<file path="config.mk">
export PLATFORM = sky130hd
export DESIGN_NAME = tri_interval_timer
export DESIGN_NICKNAME = d
export VERILOG_FILES = /design/src/rtl/pit_pkg.sv /design/src/rtl/pit_decrement.sv /design/src/rtl/pit_channel.sv /design/src/rtl/tri_interval_timer.sv
export SDC_FILE = /design/constraint.sdc
export NUM_CORES = 1
export LEC_CHECK = 0
export ABC_AREA = 0
export BUFFER_PORTS_ARGS = -buffer_cell sky130_fd_sc_hd__buf_2
export CAP_MARGIN = 20
export CORE_MARGIN = 4
export CORE_UTILIZATION = 50
export DETAILED_ROUTE_END_ITERATION = 12
export PLACE_DENSITY = 0.66
export SLEW_MARGIN = 20
export SYNTH_ARGS = -nofsm -noshare
export SYNTH_HDL_FRONTEND = slang
export SYNTH_SLANG_ARGS = --single-unit
</file>
<file path="constraint.sdc">
create_clock -name clk -period 4.76 [get_ports clk]
set_clock_uncertainty 0.2 [all_clocks]
set_input_delay 0.952 -clock clk [delete_from_list [all_inputs] [get_ports clk]]
set_output_delay 0.952 -clock clk [all_outputs]
set_load 0.1 [all_outputs]
</file>
<file path="src/rtl/pit_pkg.sv">
package pit_pkg;
    localparam int CNT_W  = 16;
    localparam int BYTE_W = 8;
    localparam int DIG_N  = CNT_W / 4;

    typedef enum logic [1:0] {
        ACC_LATCH = 2'b00,
        ACC_LO    = 2'b01,
        ACC_HI    = 2'b10,
        ACC_BOTH  = 2'b11
    } acc_e;

    typedef enum logic [1:0] {
        CH_IDLE,
        CH_ARMED,
        CH_COUNT,
        CH_TERM
    } ch_state_e;

    localparam logic [2:0] MODE_RATE = 3'd2;

    typedef struct packed {
        logic [1:0] sel;
        acc_e       acc;
        logic [2:0] mode;
        logic       bcd;
    } ctl_word_t;
endpackage

</file>
<file path="src/rtl/pit_decrement.sv">
module pit_decrement
    import pit_pkg::*;
(
    input  logic [CNT_W-1:0] val,
    input  logic             bcd,
    output logic [CNT_W-1:0] nxt
);
    localparam logic [CNT_W-1:0] ONE = CNT_W'(1);

    logic [DIG_N-1:0] borrow;
    logic [CNT_W-1:0] bcd_nxt;

    assign borrow[0] = 1'b1;

    // Ripple borrow through the decimal digits
    generate
        for (genvar d = 0; d < DIG_N; d++) begin : g_dig
            logic [3:0] dig;
            assign dig = val[4*d +: 4];
            assign bcd_nxt[4*d +: 4] = borrow[d] ? ((dig == 4'd0) ? 4'd9 : dig - 4'd1) : dig;
            if (d < DIG_N - 1) begin : g_chain
                assign borrow[d+1] = borrow[d] && (dig == 4'd0);
            end
        end
    endgenerate

    assign nxt = bcd ? bcd_nxt : (val - ONE);
endmodule

</file>
<file path="src/rtl/pit_channel.sv">
module pit_channel
    import pit_pkg::*;
(
    input  logic              clk,
    input  logic              rst_n,
    input  logic              ctl_wr,
    input  acc_e              ctl_acc,
    input  logic [2:0]        ctl_mode,
    input  logic              ctl_bcd,
    input  logic              latch_cmd,
    input  logic              data_wr,
    input  logic              data_rd,
    input  logic [BYTE_W-1:0] wdata,
    input  logic              cnt_en,
    output logic [BYTE_W-1:0] rdata,
    output logic              out
);
    localparam logic [CNT_W-1:0] CNT_ONE = CNT_W'(1);
    localparam int PAD_W = CNT_W - BYTE_W;

    ch_state_e         state_q, state_d;
    logic [CNT_W-1:0]  cnt_q, cnt_d, cnt_dec, init_q, snap_q, load_val, rd_src;
    logic [BYTE_W-1:0] pend_lo_q;
    logic [2:0]        mode_q;
    acc_e              acc_q;
    logic              bcd_q, wtog_q, rtog_q, latched_q, out_q, out_d;
    logic              is_rate, rate_d, load_done, rd_done;

    pit_decrement u_dec (.val(cnt_q), .bcd(bcd_q), .nxt(cnt_dec));

    assign is_rate   = (mode_q == MODE_RATE);
    assign rate_d    = ctl_wr ? (ctl_mode == MODE_RATE) : is_rate;
    assign load_done = data_wr && ((acc_q != ACC_BOTH) || wtog_q);
    assign rd_done   = data_rd && ((acc_q != ACC_BOTH) || rtog_q);

    always_comb begin
        case (acc_q)
            ACC_LO:  load_val = {{PAD_W{1'b0}}, wdata};
            ACC_HI:  load_val = {wdata, {PAD_W{1'b0}}};
            default: load_val = {wdata, pend_lo_q};
        endcase
    end

    // Next state and next count
    always_comb begin
        state_d = state_q;
        cnt_d   = cnt_q;
        if (ctl_wr) begin
            state_d = CH_IDLE;
        end else if (load_done) begin
            state_d = CH_ARMED;
        end else begin
            unique case (state_q)
                CH_IDLE: ;
                CH_ARMED: begin
                    cnt_d   = init_q;
                    state_d = CH_COUNT;
                end
                CH_COUNT: begin
                    if (cnt_en) begin
                        if (is_rate && cnt_q == CNT_ONE) begin
                            cnt_d = init_q;
                        end else begin
                            cnt_d = cnt_dec;
                            if (!is_rate && cnt_q == CNT_ONE) state_d = CH_TERM;
                        end
                    end
                end
                CH_TERM: begin
                    if (cnt_en) cnt_d = cnt_dec;
                end
            endcase
        end
    end

    // Next output level
    always_comb begin
        out_d = out_q;
        if (rate_d)                  out_d = !(state_d == CH_COUNT && cnt_d == CNT_ONE);
        else if (ctl_wr || load_done) out_d = 1'b0;
        else if (state_d == CH_TERM)  out_d = 1'b1;
    end

    // State register
    always_ff @(posedge clk) begin
        if (!rst_n) begin
            state_q <= CH_IDLE;
            cnt_q   <= '0;
        end else begin
            state_q <= state_d;
            cnt_q   <= cnt_d;
        end
    end

    // Output register
    always_ff @(posedge clk) begin
        if (!rst_n) out_q <= 1'b1;
        else        out_q <= out_d;
    end

    // Programming, byte pointers and snapshot
    always_ff @(posedge clk) begin
        if (!rst_n) begin
            mode_q    <= 3'd0;
            acc_q     <= ACC_BOTH;
            bcd_q     <= 1'b0;
            wtog_q    <= 1'b0;
            rtog_q    <= 1'b0;
            pend_lo_q <= '0;
            init_q    <= '0;
            latched_q <= 1'b0;
            snap_q    <= '0;
        end else if (ctl_wr) begin
            mode_q    <= ctl_mode;
            acc_q     <= ctl_acc;
            bcd_q     <= ctl_bcd;
            wtog_q    <= 1'b0;
            rtog_q    <= 1'b0;
            latched_q <= 1'b0;
        end else begin
            if (data_wr) begin
                if (acc_q == ACC_BOTH) wtog_q <= !wtog_q;
                if (acc_q == ACC_BOTH && !wtog_q) pend_lo_q <= wdata;
                if (load_done) init_q <= load_val;
            end
            if (data_rd && acc_q == ACC_BOTH) rtog_q <= !rtog_q;
            if (rd_done) latched_q <= 1'b0;
            if (latch_cmd && !latched_q) begin
                snap_q    <= cnt_q;
                latched_q <= 1'b1;
            end
        end
    end

    assign rd_src = latched_q ? snap_q : cnt_q;
    assign rdata  = ((acc_q == ACC_HI) || (acc_q == ACC_BOTH && rtog_q)) ?
                    rd_src[CNT_W-1 -: BYTE_W] : rd_src[BYTE_W-1:0];
    assign out    = out_q;

    AST_HOLD_WHEN_DISABLED: assert property (@(posedge clk) disable iff (!rst_n)
        (state_q == CH_COUNT && !cnt_en && !ctl_wr && !load_done) |=> (cnt_q == $past(cnt_q)));
    AST_TERM_OUT_HIGH: assert property (@(posedge clk) disable iff (!rst_n)
        (state_q == CH_TERM) |-> out_q);
    AST_ARMED_OUT_LOW: assert property (@(posedge clk) disable iff (!rst_n)
        (state_q == CH_ARMED && !is_rate) |-> !out_q);
    AST_RATE_RELOAD: assert property (@(posedge clk) disable iff (!rst_n)
        (state_q == CH_COUNT && is_rate && cnt_en && cnt_q == CNT_ONE && !ctl_wr && !load_done)
        |=> (cnt_q == $past(init_q)));
    AST_RATE_OUT_LEVEL: assert property (@(posedge clk) disable iff (!rst_n)
        (state_q == CH_COUNT && is_rate) |-> (out_q == (cnt_q != CNT_ONE)));
    AST_SNAPSHOT_FROZEN: assert property (@(posedge clk) disable iff (!rst_n)
        (latched_q && $past(latched_q)) |-> $stable(snap_q));
endmodule

</file>
<file path="src/rtl/tri_interval_timer.sv">
module tri_interval_timer
    import pit_pkg::*;
#(
    parameter int NUM_CH = 3
) (
    input  logic                clk,
    input  logic                rst_n,
    input  logic                wr_en,
    input  logic                rd_en,
    input  logic [1:0]          addr,
    input  logic [BYTE_W-1:0]   wdata,
    output logic [BYTE_W-1:0]   rdata,
    input  logic [NUM_CH-1:0]   cnt_en,
    output logic [NUM_CH-1:0]   tmr_out
);
    localparam int AW = 2;
    localparam logic [AW-1:0] CTL_ADDR = AW'(NUM_CH);

    ctl_word_t         cw;
    logic              ctl_hit;
    logic [BYTE_W-1:0] ch_rdata [NUM_CH];

    assign cw      = ctl_word_t'(wdata);
    assign ctl_hit = wr_en && (addr == CTL_ADDR);

    generate
        for (genvar ch = 0; ch < NUM_CH; ch++) begin : g_ch
            logic sel_hit;
            assign sel_hit = ctl_hit && (cw.sel == 2'(ch));

            pit_channel u_ch (
                .clk       (clk),
                .rst_n     (rst_n),
                .ctl_wr    (sel_hit && (cw.acc != ACC_LATCH)),
                .ctl_acc   (cw.acc),
                .ctl_mode  (cw.mode),
                .ctl_bcd   (cw.bcd),
                .latch_cmd (sel_hit && (cw.acc == ACC_LATCH)),
                .data_wr   (wr_en && (addr == AW'(ch))),
                .data_rd   (rd_en && (addr == AW'(ch))),
                .wdata     (wdata),
                .cnt_en    (cnt_en[ch]),
                .rdata     (ch_rdata[ch]),
                .out       (tmr_out[ch])
            );
        end
    endgenerate

    always_comb begin
        rdata = '0;
        for (int i = 0; i < NUM_CH; i++) begin
            if (addr == AW'(i)) rdata = ch_rdata[i];
        end
    end
endmodule

</file>
Yosys cells after proc, flatten, opt, wreduce, memory -nomap -nowiden
Cells that the tools add are included.

Flip-flop bits (word level): 204. Output and inout port bits: 11.

Add/sub/neg operators: 15. Equal/unequal tests: 42. Mux-type cells: 90. Bitwise gates (word level): 4. Reductions and logical operators: 113.

Operator list (count): two-way mux 16 bit (21); case mux 16 bit (3 select lines) (3); equality test 16 x 1 -> 1 bit, second input constant (6); case mux 16 bit (2 select lines) (3); two-way mux 4 bit (21); logical AND 1 bit (49); logical NOT 4 bit (12); two-way mux 8 bit (6); subtractor 16 x 1 -> 16 bit, second input constant (3); subtractor 4 x 1 -> 4 bit, second input constant (12); equality test 2 bit, second input constant (21); two-way mux 2 bit (15); two-way mux 1 bit (18); AND reduction 3 bit (6); equality test 2 x 1 -> 1 bit, second input constant (8); logical NOT 1 bit (15); equality test 3 x 2 -> 1 bit, second input constant (4); logical OR 1 bit (12); case mux 2 bit (2 select lines) (3); AND reduction 2 bit (6); nonzero test 3 bit (3); nonzero test 2 bit (4); logical NOT 2 bit (3); inequality test 2 bit, second input constant (3); 2 further kinds (7).

Longest topological paths before layout
Gate-level depths: netlist of run 1.

Depth in word-level cells: 14. Mapped depth: 12.

Hierarchy
From an unflattened synthesis of run 1, not the netlist that was laid out.

Cell total of the unflattened synthesis: 1484. Area, all modules: 12996.2 um2.

By module, submodules not included: pit_channel (instances 3, cells each 415, area an instance 3782.4 um2, sequential area each 1361.3 um2); pit_decrement (g_ch[0].u_ch.u_dec ...) (instances 2, cells each 66, area an instance 455.4 um2, sequential area each 0.0 um2); pit_decrement (g_ch[2].u_ch.u_dec) (instances 1, cells each 69, area an instance 440.4 um2, sequential area each 0.0 um2); tri_interval_timer (instances 1, cells each 38, area an instance 297.8 um2, sequential area each 0.0 um2).

Least setup slack after synthesis of run 1
Ideal clock, no wire load.

Kind: in2out. Start: input addr[0]. End: output rdata[0]. Data arrival time: 3.768 ns. Setup slack: -0.160 ns. Stages on the path: 4. Path buffers: 2. Path through: buf_2 -> buf_1 -> mux2i_1 -> o21ai_0.

Longest elaborated chain between the ends: 4. Elaborated cells on any way between the ends: 6.

Ends and longest elaborated chain: start, declared (RTL line tri_interval_timer.sv:10) `input logic [1:0] addr,`; logical NOT 2 bit (RTL line tri_interval_timer.sv:52) `if (addr == AW'(i)) rdata = ch_rdata[i];`; two-way mux 8 bit (2 in a row) (RTL line tri_interval_timer.sv:52); two-way mux 8 bit (*) (RTL line tri_interval_timer.sv:52); end, declared (RTL line tri_interval_timer.sv:12) `output logic [BYTE_W-1:0] rdata,`.

Mark *: on every way between the ends. The rest lies on a longest branch, timed or not.

Final worst setup path of run 1
Start: register g_ch[1].u_ch.acc_q[0]. End: output rdata[7].

Longest elaborated chain between the ends: 6. Elaborated cells on any way between the ends: 7.

Ends and longest elaborated chain: start, declared (RTL line pit_channel.sv:25) `acc_e acc_q;`; start signal, assigned (RTL line pit_channel.sv:115) `acc_q <= ctl_acc;`; equality test 2 bit (RTL line pit_channel.sv:136) `assign rdata = ((acc_q == ACC_HI) || (acc_q == ACC_BOTH && rtog_q)) ?`; logical AND 1 bit (RTL line pit_channel.sv:136); logical OR 1 bit (*) (RTL line pit_channel.sv:136); two-way mux 8 bit (*) (RTL line pit_channel.sv:136); two-way mux 8 bit (*) (2 in a row) (RTL line tri_interval_timer.sv:52).

Marks and branches as above.

==> flow_summary.yaml, run 1 <==
critical_path:
  worstPathArrival_ns: 3.04
  cp_data_required_time_ns: 3.61
  critical_path.reg2reg.startpoint: "g_ch[0].u_ch.cnt_q[8]"
  ff2ff_setup_slack_ns: 1.00
  worstSetupStartpointType: "flip-flop"
  worst_setup_path_startpoint: "g_ch[1].u_ch.acc_q[0]"
  worstPathMaxFanout: 8
  worstSetupPathType: "flip-flop to output pin"
  critPathCaptureType: "output pin"
global_routing:
  global_route_wire_length_before_repair_um: 72400
  grt_pass1_vias: 12400
  grtUsageTotal: 0.311
  grt_antenna_before_repair: 1
  grt_start_max_net_pins: 73
  globalRouteOverflowTotal: 0
floorplan:
  die_y_um: 171
  number_of_rows_in_the_core_area: 59
  boundaryPins: 28
  dieWidth_um: 171
  area_of_the_core_mm2: 0.0261
  initial_cell_density_of_the_core: 0.507
  floorplan_die_area_mm2: 0.0291
pwr:
  cellPowerDensity_mw_per_mm2: 274
  vdd_drop_max_mv: 0.256
  finalPower_mw: 3.88
  cellLeakagePower_nw: 5.02
synth:
  share_of_the_synthesized_area_in_the_top_cell_type: 0.309
  syn-num-nets: 1803
  synth-warning-count: 0
  synth_async_sr_flop_share: 0
  synth.top_cells.by_count: "sky130_fd_sc_hd__nand2_1 (277), sky130_fd_sc_hd__dfxtp_1 (204), sky130_fd_sc_hd__nor2_1 (167), sky130_fd_sc_hd__a21oi_1 (158), sky130_fd_sc_hd__clkbuf_1 (131)"
  yosys.cell_types.count: 97
  number_of_flops_mapped_to_enable_cells_by_yosys: 0
  syn_area_mm2: 0.0132
  synthesis.instances: 1759
  top_cells_by_area_in_the_synthesized_netlist: "sky130_fd_sc_hd__dfxtp_1 (31%), sky130_fd_sc_hd__nand2_1 (7.9%), sky130_fd_sc_hd__a21oi_1 (6.0%)"
  mean_instance_size_in_the_synthesized_netlist_um2: 7.51
  yosysSeqAreaShare: 0.309
  synth-main-ff-cell: "sky130_fd_sc_hd__dfxtp_1"
  synth-seq-cells: 204
  synthMostInstantiatedCell: "sky130_fd_sc_hd__nand2_1"
  synth_top_cell_by_area: "sky130_fd_sc_hd__dfxtp_1"
clock_network:
  root_buffer: "sky130_fd_sc_hd__clkbuf_16"
  cts_num_sinks: 204
  tritoncts.num_buffers: 24
  worst_skew_pair.late_latency_ns: 0.54
  hold_buffers: 0
  max-clock-path-buffers: 3
  tritoncts: "yes"
  clkTransAtPathRegs_ns: 0.06
  post_cts.repair.setup_buffers: 0
  htree_levels: 1
  cts-resized-gates: 0
sta:
  worst-slew-pin-transition_ns: 0.970
  final_hold_viol_count: 0
  post_layout_worst_setup_margin_ns: 0.569
  maxSlewHeadroom: 0.347
  final_min_period_over_clock_period: 0.880
  maximum_clock_rate_mhz: 239
  finalWorstPathRequiredPeriod_ns: 4.19
  timing_max_transition_violations_final: 0
  rsz0062_at_grt: "no"
  setup_viol: 0
  tns_ns: 0
placed_design:
  port_buf_inserts: 27
  dp_hpwl_um: 33100
  place_inst: 1991
  globalplace.congestion: 1.01
  place_worst_setup_slack_ns: 0.867
final_layout:
  layout-drive-gt1-share: 0.101
  flow.area_growth_from_synthesis_pct: 7.15
  final_cell_count_no_fill: 2033
  final_net_count: 1726
detailed_routing:
  drt.antenna.violating_nets: 0
  routed_wl_um: 46400
  drt_drc_violations_left: 0
  detailedRoute.firstIterationViolations: 1647
  drt_first_pass_iters: 6
  total_number_of_vias: 13200
  detail_route.wl_per_cell_um: 22.8
  post_drt_via_cell_ratio: 6.51
status:
  outcome: "finished clean"
worst_hold_path:
  timing.hold.worst.start: "g_ch[1].u_ch.init_q[10]"
  min_path_type: "flip-flop to flip-flop"
run:
  max_cap_violations: 0
==> sequential cells by signal (all words and copies together), names as in the netlist <==
signal and flops:
g_ch.u_ch.bcd_q 3, g_ch.u_ch.mode_q 9, g_ch.u_ch.rtog_q 3, g_ch.u_ch.state_q 6, g_ch.u_ch.init_q 48, g_ch.u_ch.pend_lo_q 24
g_ch.u_ch.cnt_q 48, g_ch.u_ch.out 3, g_ch.u_ch.wtog_q 3, g_ch.u_ch.acc_q 6, g_ch.u_ch.snap_q 48, g_ch.u_ch.latched_q 3
==> power breakdown <==
group | internal (mW) | switching (mW)
clock | 1.08 | 0.731
sequential | 1.73 | 0.0264
combinational | 0.0991 | 0.219
total | 2.91 | 0.977
==> layout make-up <==
type,instances,area (um^2)
antenna,2,5.00
clock buffer,32,661
inverter,47,179
fill,2536,11900
tap,335,419
timing repair buffer,61,390
clock inverter,8,104
sequential,204,4080
multi-input combinational,1344,8320
==> placed cells by master (no fill, tap or decap), types with 27 or more instances in the layout <==
master	n
sky130_fd_sc_hd__a211oi_1	42
sky130_fd_sc_hd__a21oi_1	158
sky130_fd_sc_hd__buf_2	27
sky130_fd_sc_hd__buf_4	34
sky130_fd_sc_hd__dfxtp_1	204
sky130_fd_sc_hd__ha_1	27
sky130_fd_sc_hd__inv_1	45
sky130_fd_sc_hd__mux2i_1	44
sky130_fd_sc_hd__nand2_1	277
sky130_fd_sc_hd__nand3_1	70
sky130_fd_sc_hd__nor2_1	167
sky130_fd_sc_hd__nor3_1	63
sky130_fd_sc_hd__o21ai_0	63
==> layer usage <==
layer / GRT usage / share of wire / vias to the layer above
li1: - / - / 6196
met1: 0.427 / 0.42 / 6276
met2: 0.507 / 0.46 / 624
met3: 0.0407 / 0.075 / 142
met4: 0.108 / 0.039 / 2
met5: 0 / 0.00028 / -
==> per-stage QoR <==
step / utilization / cell area, um^2 / hold WS [ns]
global route: 0.543 / 14200 / 0.271
finish: 0.543 / 14200 / 0.253
detailed placement: 0.514 / 13400 / 0.247
global placement: 0.514 / 13400 / 0.239
floorplan: - / 13200 / 0.228
CTS: 0.543 / 14200 / 0.255
==> path summary, 6_finish.rpt <==
| path | to | cells after the start |
|---|---|---|
| worst min-delay path | g_ch[1].u_ch.init_q[10] | 2 |
| worst max-delay path | rdata[7] | 7 |
| worst min register to register | g_ch[1].u_ch.init_q[10] | 2 |
| worst max register to register | g_ch[0].u_ch.out | 8 |
==> logic make-up (layout without fill, tap and decap cells) <==
group / count (synthesis) / in the layout / synth area share
AO/OA/AOI/OAI: 444 / 444 / 0.221
XOR/XNOR: 12 / 12 / 0.00795
adder cells (fa/ha/maj): 27 / 27 / 0.0256
buffers and inverters: 211 / 148 / 0.0633
flip-flops: 204 / 204 / 0.309
multiplexers: 75 / 75 / 0.0802
other: 0 / 2 / 0
AND/OR/NAND/NOR: 786 / 786 / 0.293
==> worst max-delay path: stages (launching register included) <==
cell and delay (ns):
sky130_fd_sc_hd__dfxtp_1 0.37, sky130_fd_sc_hd__inv_1 0.06, sky130_fd_sc_hd__ha_1 0.21, sky130_fd_sc_hd__a21oi_1 0.74, sky130_fd_sc_hd__mux4_2 0.60, sky130_fd_sc_hd__mux2i_1 0.14
sky130_fd_sc_hd__o21ai_1 0.08, sky130_fd_sc_hd__buf_2 0.30
Note: power is estimated with default switching activity, not from simulation.
==> run 2, diff against run 1 <==
--- a/config.mk
+++ b/config.mk
@@ -11,8 +11,9 @@
 export CORE_MARGIN = 4
 export CORE_UTILIZATION = 50
 export DETAILED_ROUTE_END_ITERATION = 12
-export PLACE_DENSITY = 0.66
+export PLACE_DENSITY = 0.68
 export SLEW_MARGIN = 20
 export SYNTH_ARGS = -nofsm -noshare
 export SYNTH_HDL_FRONTEND = slang
+export SYNTH_HIERARCHICAL = 1
 export SYNTH_SLANG_ARGS = --single-unit
==> constraint.sdc (replaced) <==
create_clock -name clk -period 3.7 [get_ports clk]
set_clock_uncertainty 0.2 [all_clocks]
set_input_delay 0.74 -clock clk [delete_from_list [all_inputs] [get_ports clk]]
set_output_delay 0.74 -clock clk [all_outputs]
set_load 0.1 [all_outputs]
==> run 2 against run 1 <==
Die area decreased by 1.6%; worst hold slack better by 0.0032 ns; final cell count fell by 9.3%; sequential share of layout area is 0.58 points lower; clock power up 21%; largest power group is now sequential cells.
==> flow_summary.yaml, run 2 <==
detailed_routing:
  routed_met3_length_um: 2660
  wl_met1_um: 17100
  post_drt_via_cell_ratio: 6.42
  total_number_of_vias: 11800
  drt_drc_violations_left: 0
  dr.max_layer_used: "met4"
  detail_route.wl_per_cell_um: 20.8
  detailroute.wirelength.met2_um: 17600
  detailedRoute.firstIterationViolations: 1372
  routed_wl_um: 38400
  drt.antenna.violating_nets: 0
  drt_first_pass_iters: 8
pwr:
  vdd_drop_max_mv: 0.349
  cellLeakagePower_nw: 5.53
  finalPower_mw: 4.83
  cellPowerDensity_mw_per_mm2: 334
worst_hold_path:
  hold-path-cell-count: 2
  min_path_type: "flip-flop to flip-flop"
  endpoint_of_the_worst_hold_timing_path: "g_ch[1].u_ch/snap_q[11]"
  timing.hold.worst.start: "g_ch[1].u_ch/snap_q[11]"
synth:
  synth-seq-cells: 204
  synth-warning-count: 6
  synth_top_cell_by_area: "sky130_fd_sc_hd__dfxtp_1"
  mean_instance_size_in_the_synthesized_netlist_um2: 8.76
  top_cells_by_area_in_the_synthesized_netlist: "sky130_fd_sc_hd__dfxtp_1 (31%), sky130_fd_sc_hd__nand2_1 (7.2%), sky130_fd_sc_hd__a21boi_0 (4.5%)"
  synth-main-ff-cell: "sky130_fd_sc_hd__dfxtp_1"
  syn_area_mm2: 0.0130
  synthMostInstantiatedCell: "sky130_fd_sc_hd__nand2_1"
  synthesis.instances: 1484
  yosys.cell_types.count: 78
  share_of_the_synthesized_area_in_the_top_cell_type: 0.314
  syn-num-nets: 1528
  synth_async_sr_flop_share: 0
  yosysSeqAreaShare: 0.314
  number_of_flops_mapped_to_enable_cells_by_yosys: 0
  synth.top_cells.by_count: "sky130_fd_sc_hd__nand2_1 (250), sky130_fd_sc_hd__dfxtp_1 (204), sky130_fd_sc_hd__a21boi_0 (78), sky130_fd_sc_hd__clkbuf_1 (73), sky130_fd_sc_hd__nor2_1 (61)"
critical_path:
  worstSetupStartpointType: "flip-flop"
  worstSetupPathType: "flip-flop to flip-flop"
  worstReg2RegEnd: "g_ch[2].u_ch/out"
  path_depth: 12
  slowest_stage: "sky130_fd_sc_hd__dfxtp_1"
  worst_path_dominant_cell_family: "simple AND/OR/NAND/NOR gates"
  path_buf_inv: 1
  reg2reg_depth: 12
  worstPathArrival_ns: 3.56
  cpPeakStageDelay_ns: 0.51
  critPathCaptureType: "flip-flop"
  worstPathMaxFanout: 7
  cp_data_required_time_ns: 3.89
  crit_path_cell_trace: "inv_1, ha_1, and2_0, nor2_1, nor2_1, xor2_1, a32oi_1, o2bb2ai_1, a311oi_1, nand4_1, nor4_2, a31oi_1"
  ff2ff_setup_slack_ns: 0.33
  most_frequent_cell_on_the_critical_path: "sky130_fd_sc_hd__nor2_1"
  critical_path.reg2reg.startpoint: "g_ch[2].u_ch/cnt_q[1]"
global_routing:
  globalRouteOverflowTotal: 0
  global_route_wire_length_before_repair_um: 61700
  grt_start_max_net_pins: 76
  grt_antenna_before_repair: 0
  grtUsageTotal: 0.261
  grt_pass1_vias: 11000
final_layout:
  flow.area_growth_from_synthesis_pct: 11.2
  final_cell_count_no_fill: 1844
  layout-drive-gt1-share: 0.157
  layout.cells.most_common_list: "sky130_fd_sc_hd__nand2_1 (250), sky130_fd_sc_hd__dfxtp_1 (204), sky130_fd_sc_hd__a21boi_0 (78)"
  mostFrequentLayoutCell: "sky130_fd_sc_hd__nand2_1"
  antenna_cells_inserted: 0
  fillerInstances: 2300
  ff_latch_area_mm2: 0.00408
  reg_top3: "g_ch.u_ch/cnt_q x48, g_ch.u_ch/init_q x48, g_ch.u_ch/snap_q x48"
  multiInputGateArea_mm2: 0.00832
  final_net_count: 1545
clock_network:
  hold_buffers: 0
  worst_skew_pair.late_latency_ns: 0.51
  root_buffer: "sky130_fd_sc_hd__clkbuf_16"
  clkTransAtPathRegs_ns: 0.06
  max-clock-path-buffers: 3
  htree_levels: 1
  post_cts.repair.setup_buffers: 0
  cts_num_sinks: 204
  tritoncts.num_buffers: 24
  tritoncts: "yes"
  cts-resized-gates: 0
floorplan:
  number_of_rows_in_the_core_area: 58
  dieWidth_um: 169
  boundaryPins: 28
  floorplan_die_area_mm2: 0.0286
  initial_cell_density_of_the_core: 0.512
  area_of_the_core_mm2: 0.0254
  die_y_um: 169
sta:
  maxSlewHeadroom: 0.521
  final_hold_viol_count: 0
  rsz0062_at_grt: "no"
  tns_ns: 0
  maximum_clock_rate_mhz: 297
  final_min_period_over_clock_period: 0.911
  worst-slew-pin-transition_ns: 0.718
  timing_max_transition_violations_final: 0
  setup_viol: 0
  finalWorstPathRequiredPeriod_ns: 3.37
status:
  outcome: "finished clean"
placed_design:
  dp_hpwl_um: 27100
  place_inst: 1805
  port_buf_inserts: 27
  globalplace.congestion: 0.944
run:
  max_cap_violations: 0
## run 2: cell types whose count changed in the layout (fill, tap and decap cells not counted), moves of 39 or more
cell,previous run,this run
sky130_fd_sc_hd__nor3_1,63,20
sky130_fd_sc_hd__a21oi_1,158,33
sky130_fd_sc_hd__nor2b_1,12,58
sky130_fd_sc_hd__a21boi_0,1,78
sky130_fd_sc_hd__nor2_1,167,61
sky130_fd_sc_hd__o211a_1,9,48
sky130_fd_sc_hd__a211oi_1,42,0
## run 2: stage by stage
step | instance area, um^2 | hold slack (ns) | setup WS (ns) | utilization
after detailed placement | 13700 | 0.253 | 0.328 | 0.541
after global routing | 14400 | 0.284 | 0.127 | 0.569
after global placement | 13700 | 0.244 | 0.371 | 0.541
after floorplan | 13000 | 0.239 | 0.396 | -
final | 14400 | 0.257 | 0.330 | 0.569
after CTS | 14400 | 0.261 | 0.369 | 0.569
## run 2: worst reg2reg max path, cell delays in order, from the launching register on
cell and delay [ns]:
sky130_fd_sc_hd__dfxtp_1 0.51, sky130_fd_sc_hd__inv_1 0.11, sky130_fd_sc_hd__ha_1 0.22, sky130_fd_sc_hd__and2_0 0.27, sky130_fd_sc_hd__nor2_1 0.37, sky130_fd_sc_hd__nor2_1 0.09, sky130_fd_sc_hd__xor2_1 0.17, sky130_fd_sc_hd__a32oi_1 0.21
sky130_fd_sc_hd__o2bb2ai_1 0.09, sky130_fd_sc_hd__a311oi_1 0.46, sky130_fd_sc_hd__nand4_1 0.25, sky130_fd_sc_hd__nor4_2 0.18, sky130_fd_sc_hd__a31oi_1 0.10
## run 2: where the power goes
part           internal (mW)  total (mW)  switching [mW]
Sequential              2.23        2.25          0.0241
Clock                   1.28        2.19           0.903
Combinational          0.144       0.390           0.247
## run 2: cell families (layout without fill, tap and decap cells)
family	Yosys count	count (layout)	synth area share
AO/OA/AOI/OAI	408	408	0.253
XOR/XNOR	27	27	0.0182
adder cells (fa/ha/maj)	27	27	0.0260
buffers and inverters	136	166	0.0495
flip-flops	204	204	0.314
multiplexers	88	88	0.0926
AND/OR/NAND/NOR	594	594	0.247
## run 2: final cells by class
cell class              instances  area share
inverters                      28     0.00727
multi-input cells            1144       0.576
clock buffers                  35      0.0480
clock inverters                 4     0.00156
well taps                     330      0.0286
repair buffers                 99      0.0561
flip-flops and latches        204       0.283
## run 2: how the worst max path moves through the flow
stage / from / endpoint / slack (ns)
floorplan: addr[0] / g_ch[0].u_ch/out / 0.40
global placement: addr[1] / g_ch[2].u_ch/out / 0.37
detailed placement: addr[1] / g_ch[2].u_ch/out / 0.33
CTS: g_ch[2].u_ch/latched_q / rdata[3] / 0.37
global route: g_ch[2].u_ch/cnt_q[5] / g_ch[2].u_ch/out / 0.13
finish: g_ch[2].u_ch/cnt_q[1] / g_ch[2].u_ch/out / 0.33
## run 2: routing by layer
layer | up-vias | global-route usage
li1 | 5550 | -
met1 | 5672 | 0.372
met2 | 530 | 0.421
met3 | 83 | 0.0333
met4 | 0 | 0.0655
met5 | - | 0
==> run 3, diff against run 2 <==
--- a/config.mk
+++ b/config.mk
@@ -8,6 +8,7 @@
 export ABC_AREA = 0
 export BUFFER_PORTS_ARGS = -buffer_cell sky130_fd_sc_hd__buf_2
 export CAP_MARGIN = 20
+export CORE_ASPECT_RATIO = 0.75
 export CORE_MARGIN = 4
 export CORE_UTILIZATION = 50
 export DETAILED_ROUTE_END_ITERATION = 12
==> run 3 against run 2 <==
Utilization is 0.54 points higher; largest cell class unchanged; highest routed layer unchanged; largest power group is now the clock network; global-route usage is 0.66 points higher; register-to-register slack worse by 0.17 ns; maximum frequency is 4.9% lower; flip-flop and latch count stayed put; design area is 0.45% higher; worst setup slack worse by 0.17 ns; final cell count is 0.65% higher.
==> flow_summary.yaml, run 3 (synthesized netlist as in run 2, its figures left out) <==
final_layout:
  fillerInstances: 2279
  final_net_count: 1548
  reg_top3: "g_ch.u_ch/cnt_q x48, g_ch.u_ch/init_q x48, g_ch.u_ch/snap_q x48"
  flow.area_growth_from_synthesis_pct: 11.7
  layout-drive-gt1-share: 0.161
  antenna_cells_inserted: 0
  layout.cells.most_common_list: "sky130_fd_sc_hd__nand2_1 (250), sky130_fd_sc_hd__dfxtp_1 (204), sky130_fd_sc_hd__a21boi_0 (78), sky130_fd_sc_hd__buf_4 (78), sky130_fd_sc_hd__nor2_1 (61)"
  mostFrequentLayoutCell: "sky130_fd_sc_hd__nand2_1"
  post_layout_util: 0.574
clock_network:
  hold_buffers: 0
  post_cts.repair.setup_buffers: 0
  cts_num_sinks: 204
  root_buffer: "sky130_fd_sc_hd__clkbuf_16"
  worst_skew_pair.late_latency_ns: 0.52
  htree_levels: 1
  tritoncts: "yes"
  max-clock-path-buffers: 3
  clkTransAtPathRegs_ns: 0.07
  tritoncts.num_buffers: 22
  cts-resized-gates: 0
sta:
  maximum_clock_rate_mhz: 282
  tns_ns: 0
  maxSlewHeadroom: 0.490
  finalWorstPathRequiredPeriod_ns: 3.54
  rsz0062_at_grt: "no"
  timing_max_transition_violations_final: 0
  final_min_period_over_clock_period: 0.957
  setup_viol: 0
  final_hold_viol_count: 0
  worst-slew-pin-transition_ns: 0.765
detailed_routing:
  total_number_of_vias: 11900
  post_drt_via_cell_ratio: 6.41
  drt_drc_violations_left: 0
  detailedRoute.firstIterationViolations: 1191
  drt_first_pass_iters: 7
  detail_route.wl_per_cell_um: 21.5
  drt.antenna.violating_nets: 0
  routed_wl_um: 39900
global_routing:
  globalRouteOverflowTotal: 0
  grt_start_max_net_pins: 65
  grt_antenna_before_repair: 0
  grt_pass1_vias: 11100
  grtUsageTotal: 0.267
  global_route_wire_length_before_repair_um: 62900
floorplan:
  area_of_the_core_mm2: 0.0253
  dieWidth_um: 194
  die_y_um: 148
  number_of_rows_in_the_core_area: 50
  initial_cell_density_of_the_core: 0.514
  boundaryPins: 28
  floorplan_die_area_mm2: 0.0287
critical_path:
  critPathCaptureType: "flip-flop"
  worstSetupStartpointType: "flip-flop"
  worstSetupPathType: "flip-flop to flip-flop"
  reg2reg_depth: 10
  worstPathArrival_ns: 3.73
  worstPathMaxFanout: 7
  cp_data_required_time_ns: 3.89
worst_hold_path:
  hold-path-cell-count: 2
  min_path_type: "flip-flop to flip-flop"
placed_design:
  globalplace.congestion: 0.964
  port_buf_inserts: 27
  dp_hpwl_um: 28400
pwr:
  cellPowerDensity_mw_per_mm2: 340
  vdd_drop_max_mv: 0.321
  cellLeakagePower_nw: 5.57
status:
  outcome: "finished clean"
run:
  max_cap_violations: 0
[run 3: changes by cell type in the layout (fill, tap and decap cells not counted), sizes merged]
cell / change
clkinvlp: -1
clkbuf: -3
clkinv: +1
bufinv: +2
buf: +5
[run 3: layer usage]
layer  vias up  track usage  share of wire
met2       500        0.412           0.44
met4         0       0.0520          0.018
met1      5803        0.395           0.46
met5         -            0              0
li1       5540            -              -
met3        54       0.0499          0.085
[run 3: final timing paths]
path | startpoint | end | slack [ns]
setup / recovery | g_ch[2].u_ch/cnt_q[5] | g_ch[2].u_ch/out | 0.16
hold / removal | g_ch[0].u_ch/snap_q[2] | g_ch[0].u_ch/snap_q[2] | 0.26
setup reg to reg | g_ch[2].u_ch/cnt_q[5] | g_ch[2].u_ch/out | 0.16
hold reg to reg | g_ch[0].u_ch/snap_q[2] | g_ch[0].u_ch/snap_q[2] | 0.26
[run 3: metrics by stage]
step | power, mW | hold slack, ns | instance area, um^2 | setup WS [ns] | cells
final | 4.93 | 0.262 | 14500 | 0.158 | 1856
after global routing | 5.09 | 0.284 | 14500 | 0.0587 | 1856
after CTS | 4.96 | 0.265 | 14500 | 0.197 | 1856
after detailed placement | 2.68 | 0.256 | 13800 | 0.211 | 1818
after global placement | 2.68 | 0.245 | 13800 | 0.191 | 1818
after floorplan | 2.55 | 0.239 | 13000 | 0.396 | 1484
[run 3: layout make-up]
type	instances	area, um^2	share of cell area
tap	338	423	0.0291
inverter	28	105	0.00724
clock inverter	6	80.1	0.00552
clock buffer	32	659	0.0454
multi-input combinational	1144	8330	0.574
sequential	204	4080	0.281
timing repair buffer	104	836	0.0576
[run 3: worst max-delay path: stages (launching register included)]
cell and delay, ns:
sky130_fd_sc_hd__dfxtp_1 0.31, sky130_fd_sc_hd__or4_4 0.56, sky130_fd_sc_hd__or4_1 0.63, sky130_fd_sc_hd__nor4_1 0.38
sky130_fd_sc_hd__xor2_1 0.14, sky130_fd_sc_hd__a32oi_1 0.21, sky130_fd_sc_hd__o2bb2ai_1 0.09, sky130_fd_sc_hd__a311oi_1 0.34
sky130_fd_sc_hd__nand2_1 0.13, sky130_fd_sc_hd__nor4_2 0.28, sky130_fd_sc_hd__a31oi_1 0.14
[run 3: where the power goes]
| group | internal [mW] | switching (mW) |
|---|---|---|
| Clock | 1.37 | 0.915 |
| Combinational | 0.143 | 0.252 |
| Sequential | 2.22 | 0.0263 |
| Total | 3.74 | 1.19 |
